<file path="config.mk">
export PLATFORM = sky130hd
export DESIGN_NAME = bcd_alarm_cmp
export DESIGN_NICKNAME = d
export VERILOG_FILES = /design/src/rtl/bcd_alarm_pkg.sv /design/src/rtl/alarm_field_cmp.sv /design/src/rtl/alarm_regfile.sv /design/src/rtl/alarm_watch_fsm.sv /design/src/rtl/bcd_alarm_cmp.sv
export SDC_FILE = /design/constraint.sdc
export NUM_CORES = 1
export LEC_CHECK = 0
export BUFFER_PORTS_ARGS = -buffer_cell sky130_fd_sc_hd__buf_2
export CELL_PAD_IN_SITES_DETAIL_PLACEMENT = 0
export CELL_PAD_IN_SITES_GLOBAL_PLACEMENT = 1
export CORE_MARGIN = 2
export CORE_UTILIZATION = 30
export DETAILED_ROUTE_END_ITERATION = 6
export PLACE_DENSITY = 0.62
export SLEW_MARGIN = 40
export SYNTH_ARGS = -nofsm -noshare
export SYNTH_HDL_FRONTEND = slang
export SYNTH_SLANG_ARGS = --single-unit
</file>
<file path="constraint.sdc">
create_clock -name clk -period 1.9 [get_ports clk]
set_input_delay 0.38 -clock clk [delete_from_list [all_inputs] [get_ports clk]]
set_output_delay 0.38 -clock clk [all_outputs]
set_load 0.01 [all_outputs]
</file>
<file path="src/rtl/bcd_alarm_pkg.sv">
package bcd_alarm_pkg;

    // Control byte layout; software and the bench decode these positions.
    localparam int FLAG_BIT   = 0;
    localparam int IRQ_EN_BIT = 3;

    // Watch state: is a full match currently present?
    typedef enum logic {
        ST_WAIT = 1'b0,
        ST_HELD = 1'b1
    } watch_state_e;

endpackage

</file>
<file path="src/rtl/alarm_field_cmp.sv">
module alarm_field_cmp #(
    parameter int DATA_W = 8
) (
    input  logic [DATA_W-1:0] alarm_byte,
    input  logic [DATA_W-1:0] time_byte,
    output logic              field_en,
    output logic              field_hit
);
    localparam int VAL_W = DATA_W - 1;

    logic [DATA_W-1:0] target;

    always_comb begin
        field_en  = alarm_byte[DATA_W-1];
        target    = {1'b0, alarm_byte[VAL_W-1:0]};
        field_hit = !field_en || (target == time_byte);
    end

endmodule

</file>
<file path="src/rtl/alarm_regfile.sv">
module alarm_regfile
    import bcd_alarm_pkg::*;
#(
    parameter int NUM_FIELDS = 6,
    parameter int DATA_W     = 8,
    parameter int ADDR_W     = 3
) (
    input  logic                              clk,
    input  logic                              rst_n,
    input  logic                              wr_en,
    input  logic [ADDR_W-1:0]                 addr,
    input  logic [DATA_W-1:0]                 wdata,
    input  logic                              flag_set,
    output logic [NUM_FIELDS-1:0][DATA_W-1:0] alarm_regs,
    output logic                              ctrl_flag,
    output logic                              ctrl_irq_en,
    output logic [DATA_W-1:0]                 rdata
);
    localparam logic [ADDR_W-1:0] CTRL_ADDR = ADDR_W'(NUM_FIELDS);

    logic ctrl_wr;
    assign ctrl_wr = wr_en && (addr == CTRL_ADDR);

    for (genvar g = 0; g < NUM_FIELDS; g++) begin : g_field_reg
        localparam logic [ADDR_W-1:0] MY_ADDR = ADDR_W'(g);
        always_ff @(posedge clk or negedge rst_n) begin
            if (!rst_n) begin
                alarm_regs[g] <= '0;
            end else if (wr_en && (addr == MY_ADDR)) begin
                alarm_regs[g] <= wdata;
            end
        end
    end

    // Flag: a set request has priority over a software clear.
    always_ff @(posedge clk or negedge rst_n) begin
        if (!rst_n) begin
            ctrl_flag <= 1'b0;
        end else if (flag_set) begin
            ctrl_flag <= 1'b1;
        end else if (ctrl_wr && !wdata[FLAG_BIT]) begin
            ctrl_flag <= 1'b0;
        end
    end

    always_ff @(posedge clk or negedge rst_n) begin
        if (!rst_n) begin
            ctrl_irq_en <= 1'b0;
        end else if (ctrl_wr) begin
            ctrl_irq_en <= wdata[IRQ_EN_BIT];
        end
    end

    always_comb begin
        rdata = '0;
        for (int i = 0; i < NUM_FIELDS; i++) begin
            if (addr == ADDR_W'(i)) begin
                rdata = alarm_regs[i];
            end
        end
        if (addr == CTRL_ADDR) begin
            rdata[FLAG_BIT]   = ctrl_flag;
            rdata[IRQ_EN_BIT] = ctrl_irq_en;
        end
    end

endmodule

</file>
<file path="src/rtl/alarm_watch_fsm.sv">
module alarm_watch_fsm
    import bcd_alarm_pkg::*;
(
    input  logic clk,
    input  logic rst_n,
    input  logic match_now,
    output logic set_pulse
);
    watch_state_e state_q, state_d;

    always_ff @(posedge clk or negedge rst_n) begin
        if (!rst_n) begin
            state_q <= ST_WAIT;
        end else begin
            state_q <= state_d;
        end
    end

    always_comb begin
        state_d = state_q;
        unique case (state_q)
            ST_WAIT: if (match_now)  state_d = ST_HELD;
            ST_HELD: if (!match_now) state_d = ST_WAIT;
            default: state_d = ST_WAIT;
        endcase
    end

    always_comb begin
        set_pulse = 1'b0;
        unique case (state_q)
            ST_WAIT: set_pulse = match_now;
            ST_HELD: set_pulse = 1'b0;
            default: set_pulse = 1'b0;
        endcase
    end

endmodule

</file>
<file path="src/rtl/bcd_alarm_cmp.sv">
module bcd_alarm_cmp #(
    parameter int NUM_FIELDS = 6,
    parameter int DATA_W     = 8,
    parameter int ADDR_W     = 3
) (
    input  logic              clk,
    input  logic              rst_n,
    input  logic              bus_wr,
    input  logic [ADDR_W-1:0] bus_addr,
    input  logic [DATA_W-1:0] bus_wdata,
    output logic [DATA_W-1:0] bus_rdata,
    input  logic [DATA_W-1:0] time_sec,
    input  logic [DATA_W-1:0] time_min,
    input  logic [DATA_W-1:0] time_hour,
    input  logic [DATA_W-1:0] time_wday,
    input  logic [DATA_W-1:0] time_mday,
    input  logic [DATA_W-1:0] time_mon,
    output logic              alarm_irq
);
    logic [NUM_FIELDS-1:0][DATA_W-1:0] alarm_regs;
    logic [NUM_FIELDS-1:0][DATA_W-1:0] time_vec;
    logic [NUM_FIELDS-1:0]             field_en;
    logic [NUM_FIELDS-1:0]             field_hit;
    logic                              any_en;
    logic                              match_all;
    logic                              set_pulse;
    logic                              ctrl_flag;
    logic                              ctrl_irq_en;

    // Same order as the alarm byte addresses.
    assign time_vec = {time_mon, time_mday, time_wday, time_hour, time_min, time_sec};

    alarm_regfile #(
        .NUM_FIELDS (NUM_FIELDS),
        .DATA_W     (DATA_W),
        .ADDR_W     (ADDR_W)
    ) u_regs (
        .clk         (clk),
        .rst_n       (rst_n),
        .wr_en       (bus_wr),
        .addr        (bus_addr),
        .wdata       (bus_wdata),
        .flag_set    (set_pulse),
        .alarm_regs  (alarm_regs),
        .ctrl_flag   (ctrl_flag),
        .ctrl_irq_en (ctrl_irq_en),
        .rdata       (bus_rdata)
    );

    for (genvar g = 0; g < NUM_FIELDS; g++) begin : g_cmp
        alarm_field_cmp #(
            .DATA_W (DATA_W)
        ) u_cmp (
            .alarm_byte (alarm_regs[g]),
            .time_byte  (time_vec[g]),
            .field_en   (field_en[g]),
            .field_hit  (field_hit[g])
        );
    end

    assign any_en    = |field_en;
    assign match_all = any_en && (&field_hit);

    alarm_watch_fsm u_watch (
        .clk       (clk),
        .rst_n     (rst_n),
        .match_now (match_all),
        .set_pulse (set_pulse)
    );

    assign alarm_irq = ctrl_flag && ctrl_irq_en;

endmodule

</file>
# Word-level counts from Yosys, hierarchy flattened
# Index checks and enable logic that the tools add are counted.
# totals
out_inout_bits	9
inputBits	62
regBits	51
wordCells	61
# op_classes
bitwise_logic	1
muxes	12
eq_ne	12
n_reduce_logical	27
# op_table
cell	n
$eq 7x8->1	6
$mux 8	6
$logic_and 1x1->1	10
$eq 3x3->1 const B	3
$logic_not 1->1	7
$eq 3x2->1 const B	2
$logic_or 1x1->1	6
$reduce_and 6->1	1
$reduce_or 6->1	1
$mux 1	5
$eq 3x1->1 const B	1
$logic_not 3->1	1
$pmux 1 s2	1
$reduce_bool 2->1	1
$not 1->1	1

# Depth between registers and ports, before layout
# logic_depth
word_depth	8
depth_mapped	6
mapped_depth_nobuf	5

# Modules after synthesis
# A second synthesis with hierarchy kept.
# hier_totals
hier_cells	233
area_unflattened_um2	2991.6
# by_module_without_submodules
module	area_each_um2	n_inst	seq_area_each_um2	cells_each
alarm_regfile	2393.5	1	1251.2	159
alarm_field_cmp	87.6	6	0.0	11
alarm_watch_fsm	38.8	1	25.0	2
bcd_alarm_cmp	33.8	1	0.0	6

# Worst setup path before layout
# Ideal clock, no wire load.
# synth_path
path_type	input port to output port
from	input port bus_addr[0]
to	output port bus_rdata[0]
slack_ps	166
t_required_ps	1520
path_stages	6
n_path_buf	2
arrival_time_ps	1354
path_cell_list	buf_2 -> buf_2 -> nor2_1 -> a211oi_1 -> a21oi_1 -> a21oi_1
# synth_between
elab_chain_len	8
elab_cells_between_ends	14
cone_classes	eq/ne: 6; mux: 7; reduce/logical: 1
# synth_rtl
element	line_no	source
start: declaration	bcd_alarm_cmp.sv:9	input logic [ADDR_W-1:0] bus_addr,
$logic_not 3->1	alarm_regfile.sv:57	if (addr == ADDR_W'(i)) begin
$mux 8 (6 in a row)	alarm_regfile.sv:57	
$mux 1 (*)	alarm_regfile.sv:61	if (addr == CTRL_ADDR) begin
end: declaration	bcd_alarm_cmp.sv:11	output logic [DATA_W-1:0] bus_rdata,
# Every way passes the cells marked *; elsewhere a longest branch is shown, timed or not.

# Worst setup path after layout
# layout_path
from	register u_regs.alarm_regs[22] (netlist bit)
to	output port bus_rdata[6]
# layout_between
elab_chain_len	4
# layout_rtl
element	line_no	source
start: declaration	alarm_regfile.sv:14	output logic [NUM_FIELDS-1:0][DATA_W-1:0] alarm_regs,
start signal: indexed assignment	alarm_regfile.sv:30	alarm_regs[g] <= wdata;
$mux 8 (4 in a row)	alarm_regfile.sv:57	
# Every way passes these cells.

==> impl_metrics.env <==
export IMPL_die_h_um=101.9
export IMPL_synth_area_leaders="dfrtp_1 (44%), mux2_2 (20%), xor2_1 (12%)"
export IMPL_clock_sinks=51
export IMPL_rsz0062_at_grt="yes"
export IMPL_drt_wl_total_um=8100
export IMPL_gp_congestion=0.7974
export IMPL_diodes=0
export IMPL_ys_seq_area_frac=0.4435
export IMPL_portBuffers=70
export IMPL_drtIter0Drc=53
export IMPL_hold_class="in2async"
export IMPL_first_global_vias=2310
export IMPL_power_leakage_nw=1.655
export IMPL_status="finished, final reports clean"
export IMPL_drtPass1Iterations=4
export IMPL_p_per_area_nw_per_um2=854.7
export IMPL_chipWidth_um=101.9
export IMPL_ys_dominant_reg_cell="dfrtp_1"
export IMPL_post_route_util=0.4015
export IMPL_layout_drive_gt1_share=0.5162
export IMPL_cp_max_fo=3
export IMPL_rows=35
export IMPL_relSlewSlack=0.7091
export IMPL_final_nets=402
export IMPL_ir_drop_uv=303.0
export IMPL_antenna_found_initial=0
export IMPL_grt_overflow=0
export IMPL_core_sq_um=9284
export IMPL_startpoint_type="register"
export IMPL_dp_final_hpwl_um=6293
export IMPL_drv_slew=0
export IMPL_grt_pass1_wl_um=12270
export IMPL_cts_buffers=5
export IMPL_post_synth_cell_area_avg_sq_um=11.75
export IMPL_cts_htree_levels=2
export IMPL_clockBufferDepth=2
export IMPL_period_needed_ns=1.890
export IMPL_yosys_warnings=0
export IMPL_cts_tree="done"
export IMPL_synth_top_area_frac=0.4435
export IMPL_vias=2244
export IMPL_clk_pin_slew_ns=0.09
export IMPL_min_period_over_period=0.9948
export IMPL_dieArea_sq_um=10390
export IMPL_via_per_inst=4.795
export IMPL_ios=71
export IMPL_fmax_mhz=529.1
export IMPL_syn_area_sq_um=2878
export IMPL_ys_seq_elements=51
export IMPL_netlist_top_cell_by_area="dfrtp_1"
export IMPL_finalSetupTns_ns=0
export IMPL_dp_cells=454
export IMPL_area_growth_pct=29.52
export IMPL_track_usage=0.1590
export IMPL_synth_distinct_cells=36
export IMPL_synthCells=245
export IMPL_skew_ns=0.004144
export IMPL_wl_per_cell_um=17.31
export IMPL_finalNonFillerCells=468
export IMPL_worstMarginPinSlew_ns=0.4323
export IMPL_grt_max_degree=52
export IMPL_start_util=0.3100
export IMPL_worstPathRequired_ns=1.52
export IMPL_reg2reg_slack_ns=0.09
export IMPL_worst_slack_ns=0.009955
export IMPL_syn_nets=307
export IMPL_synth_commonest_cells="dfrtp_1 (51), mux2_2 (51), xor2_1 (38)"
export IMPL_worstSetupPathType="reg2out"
export IMPL_ant_nets=0
export IMPL_maxCapViolCount=0
export IMPL_post_place_ws_ns=0.02689
export IMPL_hold_viol_final=0
export IMPL_synth_edf_count=0
export IMPL_async_flop_share=1.000
export IMPL_cts_root_buf="clkbuf_8"
export IMPL_finalSetupViolations=0
export IMPL_crit_arrival_ns=1.51
export IMPL_critPathCaptureType="primary output"
export IMPL_drc=0
export IMPL_worstSkewPairLatency_ns=0.30
==> placed cells by master (no fill, tap or decap), types with 2 or more instances in the layout <==
cell type / count
inv_2: 2
o22ai_1: 2
nor3_1: 2
or2_2: 2
mux2i_1: 6
xor2_1: 38
a211oi_2: 4
o21ai_0: 2
mux4_2: 2
nand2b_1: 6
o22ai_2: 2
nor4_2: 2
nor4_1: 9
nor2_1: 3
buf_12: 3
buf_2: 69
xnor2_1: 4
a21oi_2: 2
a21oi_1: 11
o221ai_1: 3
dfrtp_1: 51
clkbuf_8: 5
nand2_1: 9
mux2_2: 51
nor3b_1: 4
nor2_2: 2
buf_4: 24
==> flip-flops by register name (all words and copies together), names as in the netlist <==
| register | cells |
|---|---|
| u_regs.alarm_regs | 48 |
| u_regs.ctrl_flag | 1 |
| u_regs.ctrl_irq_en | 1 |
| u_watch.state_q | 1 |
==> worst max-delay path, stage by stage (launching register included) <==
cell,delay (ns)
dfrtp_1,0.42
mux4_2,0.48
inv_2,0.07
o22ai_2,0.08
buf_2,0.16
==> cell families (layout without fill, tap and decap cells) <==
family / after synthesis / count (layout) / share of synthesized area
flops: 51 / 51 / 0.4435
xor+xnor: 42 / 42 / 0.1278
simple gates: 49 / 49 / 0.1039
buf+inv: 11 / 105 / 0.01652
mux: 59 / 59 / 0.2361
compound gates: 33 / 33 / 0.07217
==> where the power goes <==
group / switching, mW / internal (mW) / leakage [nW] / total (mW)
clock network: 0.341 / 0.247 / 0.0371 / 0.587
logic: 0.453 / 0.580 / 1.00 / 1.03
registers: 0.238 / 1.33 / 0.613 / 1.57
==> metal layers <==
layer  GRT usage  share of wire  up-vias  wire length (um)
met5           0              0        -                 0
met4     0.04821          0.016        0               129
met3     0.02394          0.034       12               276
met2      0.2692           0.49       47              3975
met1      0.2109           0.46     1106              3719
li1            -              -     1079                 -
==> through the flow <==
stage	area [sq um]	hold WS, ns	power (mW)
after floorplan	2878	0.08441	2.124
after CTS	3641	0.06760	3.141
final	3727	0.05123	3.186
after detailed placement	3526	0.3983	2.524
after global routing	3727	0.07626	3.379
after global placement	3526	0.3956	2.503
==> final cells by class <==
| cell class | count | area, sq um |
|---|---|---|
| Inverter | 3 | 11.26 |
| Multi-Input combinational cell | 183 | 1620 |
| Clock buffer | 6 | 72.57 |
| Timing Repair Buffer | 96 | 585.6 |
| Tap cell | 129 | 161.4 |
| Sequential cell | 51 | 1276 |
| Fill cell | 973 | 5557 |
==> path summary, 6_finish.rpt <==
kind	to	from	cells past startpoint
max in group asynchronous	u_regs.alarm_regs[40]	rst_n	2
setup / recovery	bus_rdata[6]	u_regs.alarm_regs[22]	4
hold reg to reg	u_regs.ctrl_irq_en	u_regs.ctrl_irq_en	1
setup reg to reg	u_watch.state_q	u_regs.alarm_regs[29]	8
hold / removal	u_regs.alarm_regs[9]	rst_n	2
min in group clk	u_regs.alarm_regs[15]	bus_wdata[7]	3
==> what timing repair did <==
action | in CTS | in global routing
pin swaps | 1 | 4
hold buffers | 0 | 0
gates resized for setup | 6 | 11
buffers inserted | 2 | 6
endpoints found under the setup margin | 6 | 10
(Power assumes the default switching activity.)
